**src/rtl/ssde_pkg.sv**
```systemverilog
package ssde_pkg;

    // shift register geometry for x^5 + x^2 + 1
    localparam int unsigned PN_W    = 5;
    localparam int unsigned TAP_LO  = 1;           // stage 2
    localparam int unsigned TAP_HI  = PN_W - 1;    // stage 5
    localparam logic [PN_W-1:0] PN_SEED = 5'b00001;

    typedef struct packed {
        logic hi;   // first chip of a pair / c
        logic lo;   // second chip of a pair / d
    } dibit_t;

    function automatic logic [PN_W-1:0] pn_advance(input logic [PN_W-1:0] s);
        return {s[PN_W-2:0], s[TAP_HI] ^ s[TAP_LO]};
    endfunction

    // modulo-4 accumulate written with an explicit carry into the high bit
    function automatic dibit_t diff_step(input dibit_t absv, input dibit_t prev);
        dibit_t r;
        r.lo = absv.lo ^ prev.lo;
        r.hi = absv.hi ^ prev.hi ^ (absv.lo & prev.lo);
        return r;
    endfunction

endpackage

```
**src/rtl/ssde_pn_gen.sv**
```systemverilog
module ssde_pn_gen
    import ssde_pkg::*;
(
    input  logic            clk,
    input  logic            clr_n,
    input  logic            step,
    output logic [PN_W-1:0] state,
    output logic            pn_bit
);

    always_ff @(posedge clk) begin
        if (!clr_n || state == '0) begin
            state <= PN_SEED;
        end else if (step) begin
            state <= pn_advance(state);
        end
    end

    assign pn_bit = state[TAP_HI];

endmodule

```
**src/rtl/ssde_bit_stretch.sv**
```systemverilog
module ssde_bit_stretch #(
    parameter int unsigned CHIPS_PER_BIT = 1
) (
    input  logic clk,
    input  logic clr_n,
    input  logic step,
    input  logic data_in,
    output logic data_eff
);

    localparam int unsigned CNT_W = (CHIPS_PER_BIT > 1) ? $clog2(CHIPS_PER_BIT) : 1;
    localparam logic [CNT_W-1:0] LAST = CNT_W'(CHIPS_PER_BIT - 1);

    logic [CNT_W-1:0] cnt;
    logic             held;

    always_ff @(posedge clk) begin
        if (!clr_n) begin
            cnt  <= '0;
            held <= 1'b0;
        end else if (step) begin
            if (cnt == '0) begin
                held <= data_in;
            end
            cnt <= (cnt == LAST) ? '0 : cnt + 1'b1;
        end
    end

    assign data_eff = (cnt == '0) ? data_in : held;

endmodule

```
**src/rtl/ssde_pair_coder.sv**
```systemverilog
module ssde_pair_coder
    import ssde_pkg::*;
(
    input  logic   clk,
    input  logic   clr_n,
    input  logic   step,
    input  logic   chip,
    output dibit_t abs_sym,
    output dibit_t rel_sym,
    output logic   valid
);

    logic   second;     // next chip closes a pair
    logic   first_chip;
    dibit_t abs_next;

    assign abs_next = '{hi: first_chip, lo: chip};

    always_ff @(posedge clk) begin
        if (!clr_n) begin
            second     <= 1'b0;
            first_chip <= 1'b0;
            abs_sym    <= '0;
            rel_sym    <= '0;
            valid      <= 1'b0;
        end else begin
            valid <= step && second;
            if (step) begin
                second <= ~second;
                if (!second) begin
                    first_chip <= chip;
                end else begin
                    abs_sym <= abs_next;
                    rel_sym <= diff_step(abs_next, rel_sym);
                end
            end
        end
    end

endmodule

```
**src/rtl/ssde_top.sv**
```systemverilog
module ssde_top
    import ssde_pkg::*;
#(
    parameter int unsigned CHIPS_PER_BIT = 1
) (
    input  logic clk,
    input  logic clr_n,
    input  logic data_in,
    input  logic chip_en,
    output logic pn_chip,
    output logic spread_chip,
    output logic sym_a,
    output logic sym_b,
    output logic rel_c,
    output logic rel_d,
    output logic sym_valid
);

    logic [PN_W-1:0] pn_state;
    logic            pn_bit;
    logic            data_eff;
    logic            chip_now;
    dibit_t          abs_sym;
    dibit_t          rel_sym;

    ssde_pn_gen u_pn (
        .clk    (clk),
        .clr_n  (clr_n),
        .step   (chip_en),
        .state  (pn_state),
        .pn_bit (pn_bit)
    );

    ssde_bit_stretch #(.CHIPS_PER_BIT(CHIPS_PER_BIT)) u_stretch (
        .clk      (clk),
        .clr_n    (clr_n),
        .step     (chip_en),
        .data_in  (data_in),
        .data_eff (data_eff)
    );

    assign chip_now = data_eff ^ pn_bit;

    always_ff @(posedge clk) begin
        if (!clr_n) begin
            pn_chip     <= 1'b0;
            spread_chip <= 1'b0;
        end else if (chip_en) begin
            pn_chip     <= pn_bit;
            spread_chip <= chip_now;
        end
    end

    ssde_pair_coder u_pair (
        .clk     (clk),
        .clr_n   (clr_n),
        .step    (chip_en),
        .chip    (chip_now),
        .abs_sym (abs_sym),
        .rel_sym (rel_sym),
        .valid   (sym_valid)
    );

    assign sym_a = abs_sym.hi;
    assign sym_b = abs_sym.lo;
    assign rel_c = rel_sym.hi;
    assign rel_d = rel_sym.lo;

endmodule

```
**config.mk**
```make
export PLATFORM = sky130hd
export DESIGN_NAME = ssde_top
export DESIGN_NICKNAME = d
export VERILOG_FILES = /design/src/rtl/ssde_pkg.sv /design/src/rtl/ssde_pn_gen.sv /design/src/rtl/ssde_bit_stretch.sv /design/src/rtl/ssde_pair_coder.sv /design/src/rtl/ssde_top.sv
export SDC_FILE = /design/constraint.sdc
export NUM_CORES = 1
export LEC_CHECK = 0
export BUFFER_PORTS_ARGS = -buffer_cell sky130_fd_sc_hd__buf_4
export CAP_MARGIN = 10
export CORE_AREA = 3 3 40 42
export DETAILED_ROUTE_END_ITERATION = 10
export DIE_AREA = 0 0 43 45
export PLACE_DENSITY_LB_ADDON = 0.25
export SYNTH_ARGS = -nofsm -noshare
export SYNTH_HDL_FRONTEND = slang
export SYNTH_SLANG_ARGS = --single-unit
```
**constraint.sdc**
```tcl
create_clock -name clk -period 1.6 [get_ports clk]
set_input_delay 0.16 -clock clk [delete_from_list [all_inputs] [get_ports clk]]
set_output_delay 0.16 -clock clk [all_outputs]
set_load 0.02 [all_outputs]
```
# --- Word-level counts from Yosys, hierarchy flattened ---
# Index checks and enable logic that the tools add are counted.
totals:
  reg_bits: 16
  input_bits: 4
  out_inout_bits: 7
  word_cells: 28
op_classes:
  n_addsub: 1
  n_mux: 2
  n_bitwise: 7
  n_reduce_logical: 6
ops:
  columns: ["op", "count"]
  rows:
  - ["5-bit zero test", 1]
  - ["1-bit XOR", 5]
  - ["2-bit AND reduction", 2]
  - ["1-bit two-way mux", 2]
  - ["1-bit adder (second input constant)", 1]
  - ["1-bit bitwise AND", 1]
  - ["1-bit logical AND", 1]
  - ["1-bit zero test", 1]
  - ["1-bit logical OR", 1]
  - ["1-bit inverter", 1]

# --- Longest topological paths before layout ---
# Gate-level depths: netlist (run 1).
logic_depth:
  depth_word: 4
  mapped_depth: 6
  depth_no_buf: 6

# --- Hierarchy ---
# A second synthesis (run 1) with hierarchy kept.
hier_totals:
  hier_cells: 58
  hier_area_um2: 580.6
modules_own_cells:
  columns: ["mod", "n_inst", "cells_each", "area_per_inst_um2", "seq_area_each_um2"]
  rows:
  - ["ssde_pair_coder", 1, 28, 282.8, 140.1]
  - ["ssde_pn_gen", 1, 21, 211.5, 100.1]
  - ["ssde_top", 1, 8, 78.8, 40.0]
  - ["ssde_bit_stretch", 1, 1, 7.5, 0.0]

# --- Least setup slack after synthesis (run 1) ---
# OpenSTA, ideal clock, no wires.
synth_path:
  kind: "register to register"
  start: "register u_pn.state[4]"
  end: "register u_pair.rel_sym[1] (netlist name)"
  setup_ps: 71
  t_arrival_ps: 1378
  t_required_ps: 1529
  path_slack_ps: 151
  stages_incl_launch_ff: 7
  path_buffers: 0
  synth_period_minus_slack_ps: 1449
  path_cell_list: "dfxtp_1 -> xnor2_1 -> inv_1 -> ha_1 -> xnor2_1 -> or3_1 -> a21oi_1"
synth_via:
  elab_chain_len: 3
synth_lines:
  columns: ["element", "line", "source"]
  rows:
  - ["start: declaration", "ssde_pn_gen.sv:7", "output logic [PN_W-1:0] state,"]
  - ["start signal: assignment", "ssde_pn_gen.sv:15", "state <= pn_advance(state);"]
  - ["1-bit XOR", "ssde_top.sv:42", "assign chip_now = data_eff ^ pn_bit;"]
  - ["net chip_now", "ssde_top.sv:22", "logic chip_now;"]
  - ["1-bit bitwise AND", "ssde_pkg.sv:22", "r.hi = absv.hi ^ prev.hi ^ (absv.lo & prev.lo);"]
  - ["1-bit XOR", "ssde_pkg.sv:22", null]
# The timed path passes the listed nets, and every way through them passes these cells.
# A chain may end at the register's enable or synchronous reset.

# --- Final worst setup path (run 1) ---
layout_path:
  start: "register u_pn.state[4]"
  end: "register u_pair.rel_sym[1] (netlist name)"
layout_via:
  elab_chain_len: 3
layout_lines:
  columns: ["element", "line"]
  rows:
  - ["1-bit XOR", "ssde_top.sv:42"]
  - ["net chip_now", "ssde_top.sv:22"]
  - ["1-bit bitwise AND", "ssde_pkg.sv:22"]
  - ["1-bit XOR", "ssde_pkg.sv:22"]
# The timed path passes the listed nets, and every way through them passes these cells.

==> impl_metrics.env, run 1 <==
export IMPL_netlist_top_cells_area="dfxtp_1 (51%), mux2i_1 (11%), nor2_1 (6.1%)"
export IMPL_ir_drop_mv=0.448
export IMPL_cap_violations=0
export IMPL_hold_class="input pin to flip-flop"
export IMPL_ys_seq_area_share_pct=50.7
export IMPL_relSlewSlack_pct=73.4
export IMPL_overflow=0
export IMPL_die_height_um=45
export IMPL_finalCritPeriodShare_pct=89.0
export IMPL_synth_compound_area_share_pct=10.2
export IMPL_final_cell_mix="dfxtp_1 (13), buf_4 (11), nor2_1 (9)"
export IMPL_worstPathArrival_ps=1630
export IMPL_path_buf_inv=1
export IMPL_post_cts_buffers=0
export IMPL_final_nets=74
export IMPL_crit_path_end_kind="flip-flop"
export IMPL_yosys_area_share_simple_pct=14.0
export IMPL_dr_pass1_iters=1
export IMPL_tightest_slew_ps=399
export IMPL_ctsHoldBuffers=0
export IMPL_setup_ws_ps=176
export IMPL_whs_path_depth=2
export IMPL_via_count=398
export IMPL_rsz0062_at_grt="no"
export IMPL_antenna_left=0
export IMPL_p_seq_share_pct=53.9
export IMPL_cp_required_ps=1810
export IMPL_slowest_stage="dfxtp_2"
export IMPL_place_area_sq_um=631
export IMPL_clkPwrFrac_pct=34.3
export IMPL_post_route_util_pct=52.0
export IMPL_power_switching_w=0.000169
export IMPL_wire_per_inst_um=11.1
export IMPL_power_density_nw_per_um2=1070
export IMPL_cp_depth=6
export IMPL_cts_buffers=3
export IMPL_syn2layout_area_growth_pct=20.8
export IMPL_r2r_cells=6
export IMPL_cts_tree="yes"
export IMPL_cts_buffer_depth=2
export IMPL_pre_cts_ws_ps=124
export IMPL_initial_core_util_pct=43.0
export IMPL_final_common_cell="dfxtp_1"
export IMPL_place_congestion=0.638
export IMPL_combPwrFrac_pct=11.7
export IMPL_ioPinCount=11
export IMPL_drive_gt1_share_pct=25.0
export IMPL_setup_violations=0
export IMPL_min_period_ps=1420
export IMPL_diodes=0
export IMPL_grt_first_pass_wirelength_mm=1.57
export IMPL_synth_distinct_cells=21
export IMPL_synth_nets=62
export IMPL_synthAdderAreaFrac_pct=2.26
export IMPL_final_area_sq_um=668
export IMPL_crit_top_cell="xnor2_1"
export IMPL_antenna_found_initial=0
export IMPL_hold_violations=0
export IMPL_swShare_pct=23.6
export IMPL_rows=13
export IMPL_dp_hpwl_um=688
export IMPL_synth_top_family_by_area="simple AND/OR/NAND/NOR gates"
export IMPL_grt_max_degree=16
export IMPL_outcome="finished, final reports clean"
export IMPL_placed_cells_incl_taps=79
export IMPL_die_w_um=43
export IMPL_portBuffers=10
export IMPL_critPathTopFamily="flip-flops"
export IMPL_clk_latency_ps=280
export IMPL_netlist_area_sq_um=553
export IMPL_muxShareOfSynthArea_pct=10.9
export IMPL_synthCells=57
export IMPL_via_per_inst=4.80
export IMPL_max_freq_ghz=0.702
export IMPL_fin_skew_ps=1.65
export IMPL_netlist_area_leader_share_pct=50.7
export IMPL_h_tree_depth=1
export IMPL_cts_sinks=14
export IMPL_track_usage_pct=11.4
export IMPL_core_area_sq_um=1280
export IMPL_crit_chain="xnor2_1 -> inv_1 -> ha_1 -> xnor2_1 -> or3_1 -> a21oi_1"
export IMPL_path_class="flip-flop to flip-flop"
export IMPL_p_leak_nw=0.293
export IMPL_worstSetupStartpointType="flip-flop"
export IMPL_cts_resized=0
export IMPL_finalMaxSlewViolations=0
export IMPL_clock_root_buffer="clkbuf_4"
export IMPL_synthesis_area_per_instance_sq_um=9.70
export IMPL_synth_seq_cells=14
export IMPL_totalNegativeSetupSlack_ps=0
export IMPL_drc_errors=0
export IMPL_p_int_w=0.000548
export IMPL_synthXorXnorAreaFrac_pct=6.33
export IMPL_yosysTopAreaCell="dfxtp_1"
export IMPL_first_global_vias=363
export IMPL_ys_warn_count=0
export IMPL_initialDrtViolationCount=0
export IMPL_clkTransAtPathRegs_ps=80
export IMPL_crit_fanout=5
export IMPL_fin_cells=83
export IMPL_wl_um=918
export IMPL_die_area_sq_um=1940
export IMPL_crit_path_max_incr_delay_ps=350
flip-flops by register name (all words and copies together) (netlist names):
register	flops
u_pn.state	5
u_pair.rel_sym	2
pn_chip	1
u_pair.first_chip	1
u_pair.second	1
u_pair.valid	1
u_pair.abs_sym	2
spread_chip	1
metrics by stage:
| step | hold WS, ps | power (W) |
|---|---|---|
| floorplan | 249 | 0.000455 |
| global route | 82.5 | 0.000763 |
| detailed placement | 389 | 0.000480 |
| CTS | 86.3 | 0.000729 |
| global placement | 374 | 0.000478 |
| finish | 91.0 | 0.000717 |
kinds of logic (layout without fill, tap and decap cells):
group | count (synthesis) | count (layout)
AND/OR/NAND/NOR | 17 | 17
flip-flops | 14 | 14
AO/OA/AOI/OAI | 9 | 9
multiplexers | 6 | 6
buffers and inverters | 6 | 17
XOR/XNOR | 4 | 4
adder cells (fa/ha/maj) | 1 | 1
worst register-to-register path: cells and delay by family, from the launching register on:
| family | cells | cell delay, ps |
|---|---|---|
| AOI/OAI and AO/OA | 1 | 140 |
| xor gates and xnor gates | 2 | 320 |
| adders and majority gates | 1 | 190 |
| buffers and inverters | 1 | 60 |
| DFF | 1 | 350 |
| and+or+nand+nor | 1 | 300 |
cell type report:
class,instances,area [sq um]
clock buffers,4,36.3
well taps,15,18.8
inverters,2,7.51
fillers,122,617
repair buffers,11,82.6
multi-input cells,37,241
flip-flops and latches,14,282
layer usage:
layer	up-vias	track usage (%)	part of all wire [%]
li1	213	-	-
met1	173	13.2	45
met2	9	17.4	48
met3	3	7.17	5.9
met4	0	3.61	0.87
met5	-	0	0
power by group through the flow:
stage | sequential (W) | combinational (W) | clock (W)
floorplan | 0.000396 | 0.0000596 | 0
global placement | 0.000394 | 0.0000840 | 0
detailed placement | 0.000396 | 0.0000849 | 0
CTS | 0.000387 | 0.0000854 | 0.000256
global route | 0.000390 | 0.0000941 | 0.000280
finish | 0.000387 | 0.0000842 | 0.000246
path summary, 6_finish.rpt:
path,endpoint,startpoint,slack [ps]
max,u_pair.rel_sym[1],u_pn.state[4],180
min,u_pn.state[0],clr_n,90
max reg2reg,u_pair.rel_sym[1],u_pn.state[4],180
min reg2reg,u_pair.abs_sym[1],u_pair.abs_sym[1],470
cells in the mapped netlist:
library cell / instances
ha_1: 1
a311oi_1: 1
o211ai_1: 1
mux2i_1: 6
o21ai_0: 1
xor2_1: 1
xnor2_1: 3
nor2_1: 9
or4_1: 1
nor2b_1: 1
a211oi_1: 2
dfxtp_1: 14
buf_2: 1
or3_1: 1
nand3_1: 2
a21oi_1: 4
nand2_2: 1
nand2_1: 2
inv_1: 2
clkbuf_1: 1
buf_4: 2
(Power assumes the default switching activity.)
==> run 2, diff against run 1 <==
--- a/config.mk
+++ b/config.mk
@@ -7,9 +7,8 @@
 export LEC_CHECK = 0
 export BUFFER_PORTS_ARGS = -buffer_cell sky130_fd_sc_hd__buf_4
 export CAP_MARGIN = 10
-export CORE_AREA = 3 3 40 42
+export CORE_UTILIZATION = 40
 export DETAILED_ROUTE_END_ITERATION = 10
-export DIE_AREA = 0 0 43 45
 export PLACE_DENSITY_LB_ADDON = 0.25
 export SYNTH_ARGS = -nofsm -noshare
 export SYNTH_HDL_FRONTEND = slang
==> run 2 against run 1 <==
Against the previous run: cell area is 0.19% lower; flip-flop and latch count is the same; count of clock-buffer cells in the layout unchanged; sequential share of layout area decreased by 0.11 points; critical path depth did not move; clock power is 3% higher; first-iteration DRC count rose by 4; cell count did not move; total power is 0.64% higher; sequential power barely moved; via count is 3.3% higher; register-to-register slack worse by 40 ps; critical path type unchanged.
==> impl_metrics.env, run 2 (synthesis results as in run 1) <==
export IMPL_outcome="finished, final reports clean"
export IMPL_h_tree_depth=1
export IMPL_r2r_cells=6
export IMPL_cp_required_ps=1810
export IMPL_ctsHoldBuffers=0
export IMPL_via_count=411
export IMPL_finalMaxSlewViolations=0
export IMPL_grt_first_pass_wirelength_mm=1.33
export IMPL_crit_path_max_incr_delay_ps=430
export IMPL_relSlewSlack_pct=74.8
export IMPL_crit_chain="xnor2_1 -> inv_1 -> ha_1 -> xnor2_1 -> or3_1 -> a21oi_1"
export IMPL_top_regs="u_pn.state x5, u_pair.abs_sym x2, u_pair.rel_sym x2"
export IMPL_cp_depth=6
export IMPL_crit_top_cell="xnor2_1"
export IMPL_die_w_um=39.2
export IMPL_crit_path_end_kind="flip-flop"
export IMPL_final_common_cell="dfxtp_1"
export IMPL_power_density_nw_per_um2=1080
export IMPL_place_congestion=0.621
export IMPL_final_nets=74
export IMPL_fin_skew_ps=5.59
export IMPL_critPathTopFamily="flip-flops"
export IMPL_cts_tree="yes"
export IMPL_setup_violations=0
export IMPL_cts_sinks=14
export IMPL_diodes=0
export IMPL_totalNegativeSetupSlack_ps=0
export IMPL_initialDrtViolationCount=4
export IMPL_cts_buffers=3
export IMPL_worstSetupStartpointType="flip-flop"
export IMPL_rsz0062_at_grt="no"
export IMPL_ir_drop_mv=0.552
export IMPL_largest_reg_flops=5
export IMPL_drc_errors=0
export IMPL_fillers=130
export IMPL_wl_um=844
export IMPL_tightest_slew_ps=377
export IMPL_rows=13
export IMPL_drive_gt1_share_pct=23.5
export IMPL_dp_hpwl_um=582
export IMPL_clkTransAtPathRegs_ps=90
export IMPL_cap_violations=0
export IMPL_post_cts_buffers=0
export IMPL_cts_buffer_depth=2
export IMPL_core_area_sq_um=1300
export IMPL_grt_max_degree=16
export IMPL_path_buf_inv=1
export IMPL_die_area_sq_um=1540
export IMPL_die_height_um=39.2
export IMPL_whs_path_depth=2
export IMPL_clock_root_buffer="clkbuf_4"
export IMPL_final_cell_mix="dfxtp_1 (14), buf_4 (11), nor2_1 (9)"
export IMPL_ioPinCount=11
export IMPL_wire_per_inst_um=10.2
export IMPL_antenna_left=0
export IMPL_path_class="flip-flop to flip-flop"
export IMPL_syn2layout_area_growth_pct=20.6
export IMPL_overflow=0
export IMPL_portBuffers=10
export IMPL_whs_ps=83.7
export IMPL_worstPathArrival_ps=1680
export IMPL_p_leak_nw=0.292
export IMPL_first_global_vias=331
export IMPL_crit_fanout=5
export IMPL_slowest_stage="dfxtp_1"
export IMPL_initial_core_util_pct=42.5
export IMPL_antenna_found_initial=0
export IMPL_finalCritPeriodShare_pct=91.7
export IMPL_min_period_ps=1470
export IMPL_via_per_inst=4.95
export IMPL_track_usage_pct=13.8
export IMPL_top_register="u_pn.state"
export IMPL_max_freq_ghz=0.681
export IMPL_hold_violations=0
export IMPL_clk_latency_ps=280
export IMPL_cts_resized=0
export IMPL_hold_class="input pin to flip-flop"
export IMPL_dr_pass1_iters=4
==> run 2: where the power goes <==
| part | switching [W] | internal [W] | total (W) |
|---|---|---|---|
| clock | 0.000115 | 0.000138 | 0.000253 |
| sequential | 0.0000172 | 0.000368 | 0.000385 |
| combinational | 0.0000422 | 0.0000411 | 0.0000833 |
| total | 0.000174 | 0.000547 | 0.000722 |
==> run 2: area by class of cell <==
type	count	area (sq um)	share of cell area, %
timing repair buffer	11	82.6	12.4
clock buffer	4	36.3	5.44
sequential	14	280	42.0
tap	15	18.8	2.81
inverter	2	7.51	1.13
multi-input combinational	37	241	36.2
==> run 2: worst paths after layout <==
| check | from | endpoint | slack, ps |
|---|---|---|---|
| min reg2reg | u_pair.abs_sym[1] | u_pair.abs_sym[1] | 470 |
| max reg2reg | u_pn.state[4] | u_pair.rel_sym[1] | 130 |
| max | u_pn.state[4] | u_pair.rel_sym[1] | 130 |
| min | clr_n | u_pn.state[0] | 80 |
==> run 2: layer usage <==
layer	track usage [%]	share of wire [%]	up-vias	wire (um)
met5	0	0	-	0
li1	-	-	215	-
met3	5.20	4.3	2	36
met2	20.0	44	8	370
met1	15.2	50	186	424
met4	12.9	1.4	0	12
==> run 2: per-stage QoR <==
stage / cell area [sq um] / power [W] / cells / util (%) / worst slack (ps)
6_report: 667 / 0.000722 / 83 / 51.2 / 132
2_1_floorplan: 553 / 0.000455 / 57 / - / 151
5_1_grt: 667 / 0.000760 / 83 / 51.2 / 33.7
3_5_place_dp: 631 / 0.000478 / 79 / 48.5 / 143
3_3_place_gp: 631 / 0.000477 / 79 / 48.5 / 167
4_1_cts: 667 / 0.000737 / 83 / 51.2 / 116
==> run 3, diff against run 2 <==
--- a/config.mk
+++ b/config.mk
@@ -7,7 +7,7 @@
 export LEC_CHECK = 0
 export BUFFER_PORTS_ARGS = -buffer_cell sky130_fd_sc_hd__buf_4
 export CAP_MARGIN = 10
-export CORE_UTILIZATION = 40
+export CORE_UTILIZATION = 25
 export DETAILED_ROUTE_END_ITERATION = 10
 export PLACE_DENSITY_LB_ADDON = 0.25
 export SYNTH_ARGS = -nofsm -noshare
==> run 3 against run 2 <==
Against the previous run: total power is 8.5% lower; critical path depth stayed put; setup slack worse by 1.1 ps; maximum frequency hardly changed; hold slack better by 7.3 ps; register-to-register slack hardly changed; die area is 57% higher; cell area is 0.19% higher; critical path type unchanged.
==> impl_metrics.env, run 3 (synthesis results as in run 1) <==
export IMPL_outcome="finished, final reports clean"
export IMPL_final_common_cell="dfxtp_1"
export IMPL_grt_max_degree=16
export IMPL_hold_class="input pin to flip-flop"
export IMPL_placed_cells_incl_taps=91
export IMPL_finalCritPeriodShare_pct=91.8
export IMPL_setup_ws_ps=131
export IMPL_diodes=0
export IMPL_ctsHoldBuffers=0
export IMPL_fin_skew_ps=0.719
export IMPL_ioPinCount=11
export IMPL_cts_buffer_depth=2
export IMPL_multi_input_area_sq_um=241
export IMPL_track_usage_pct=8.88
export IMPL_clk_latency_ps=270
export IMPL_drive_gt1_share_pct=22.4
export IMPL_fin_cells=94
export IMPL_cts_resized=0
export IMPL_core_area_sq_um=2020
export IMPL_ir_drop_mv=0.472
export IMPL_cts_tree="yes"
export IMPL_place_congestion=0.727
export IMPL_overflow=0
export IMPL_busiest_layer="met2"
export IMPL_antenna_found_initial=0
export IMPL_fillers=224
export IMPL_portBuffers=10
export IMPL_top_regs="u_pn.state x5, u_pair.abs_sym x2, u_pair.rel_sym x2"
export IMPL_rsz0062_at_grt="no"
export IMPL_antenna_left=0
export IMPL_setup_violations=0
export IMPL_cp_required_ps=1810
export IMPL_wire_per_inst_um=9.48
export IMPL_die_area_sq_um=2400
export IMPL_drc_errors=0
export IMPL_relSlewSlack_pct=74.5
export IMPL_wl_um=891
export IMPL_clkTransAtPathRegs_ps=80
export IMPL_crit_chain="xnor2_1 -> inv_1 -> ha_1 -> xnor2_1 -> or3_1 -> a21oi_1"
export IMPL_totalNegativeSetupSlack_ps=0
export IMPL_worstPathArrival_ps=1680
export IMPL_cap_violations=0
export IMPL_finalMaxSlewViolations=0
export IMPL_grt_util_met2_pct=13.9
export IMPL_rows=16
export IMPL_use_met1_pct=10.4
export IMPL_h_tree_depth=1
export IMPL_worstSetupStartpointType="flip-flop"
export IMPL_initialDrtViolationCount=0
export IMPL_final_cell_mix="dfxtp_1 (14), buf_4 (11), nor2_1 (9)"
export IMPL_largest_reg_flops=5
export IMPL_via_per_inst=4.16
export IMPL_crit_path_end_kind="flip-flop"
export IMPL_dr_pass1_iters=1
export IMPL_crit_top_cell="xnor2_1"
export IMPL_clock_root_buffer="clkbuf_4"
export IMPL_syn2layout_area_growth_pct=20.8
export IMPL_path_class="flip-flop to flip-flop"
export IMPL_tightest_slew_ps=383
export IMPL_post_cts_buffers=0
export IMPL_pre_cts_ws_ps=136
export IMPL_min_period_ps=1470
export IMPL_top_register="u_pn.state"
export IMPL_cts_buffers=3
export IMPL_dp_hpwl_um=636
export IMPL_final_nets=74
export IMPL_crit_fanout=5
export IMPL_first_global_vias=390
export IMPL_max_freq_ghz=0.681
export IMPL_power_density_nw_per_um2=988
export IMPL_cts_sinks=14
export IMPL_crit_path_max_incr_delay_ps=420
export IMPL_p_leak_nw=0.285
export IMPL_seq_area_sq_um=280
export IMPL_hold_violations=0
export IMPL_initial_core_util_pct=27.4
export IMPL_slowest_stage="dfxtp_1"
export IMPL_met3_usage_pct=4.67
export IMPL_grt_first_pass_wirelength_mm=1.61
export IMPL_die_w_um=49.0
export IMPL_die_height_um=49.0
export IMPL_via_count=391
run 3: cell count changes in the layout (fill, tap and decap cells not counted):
cell,change
clkbuf_8,-1
run 3: power breakdown:
| part | switching (W) | internal [W] | total, W |
|---|---|---|---|
| clock network | 0.000103 | 0.0000872 | 0.000190 |
| registers | 0.0000172 | 0.000368 | 0.000385 |
| logic | 0.0000435 | 0.0000412 | 0.0000847 |
| total | 0.000164 | 0.000496 | 0.000660 |
run 3: per-stage QoR:
step | instance area [sq um] | power (W) | hold slack, ps | utilization (%)
CTS | 668 | 0.000673 | 85.8 | 33.0
floorplan | 553 | 0.000455 | 249 | -
detailed placement | 646 | 0.000480 | 384 | 31.9
finish | 668 | 0.000660 | 91.1 | 33.0
global route | 668 | 0.000704 | 82.4 | 33.0
global placement | 646 | 0.000479 | 372 | 31.9
run 3: routing by layer:
metal / vias up / routed length (um)
li1: 212 / -
met1: 170 / 405
met2: 9 / 426
met3: 0 / 59
met4: 0 / 0
met5: - / 0
run 3: path summary, 6_finish.rpt:
| kind | start | endpoint | slack (ps) | cells after the start |
|---|---|---|---|---|
| setup / recovery | u_pn.state[4] | u_pair.rel_sym[1] | 130 | 6 |
| hold / removal | clr_n | u_pn.state[0] | 90 | 2 |
| setup reg to reg | u_pn.state[4] | u_pair.rel_sym[1] | 130 | 6 |
| hold reg to reg | u_pair.abs_sym[1] | u_pair.abs_sym[1] | 460 | 2 |
run 3: cell type report:
type | instances | share of cell area (%)
flip-flops and latches | 14 | 41.9
clock buffers | 3 | 3.37
repair buffers | 11 | 12.4
well taps | 27 | 5.06
inverters | 2 | 1.12
multi-input cells | 37 | 36.1
run 3: critical path, delay by kind of cell, from the launching register on:
kind | cells | cell delay, ps
compound gates | 1 | 140
xor+xnor | 2 | 290
fa+ha+maj | 1 | 190
buf+inv | 1 | 60
flops | 1 | 420
simple gates | 1 | 300
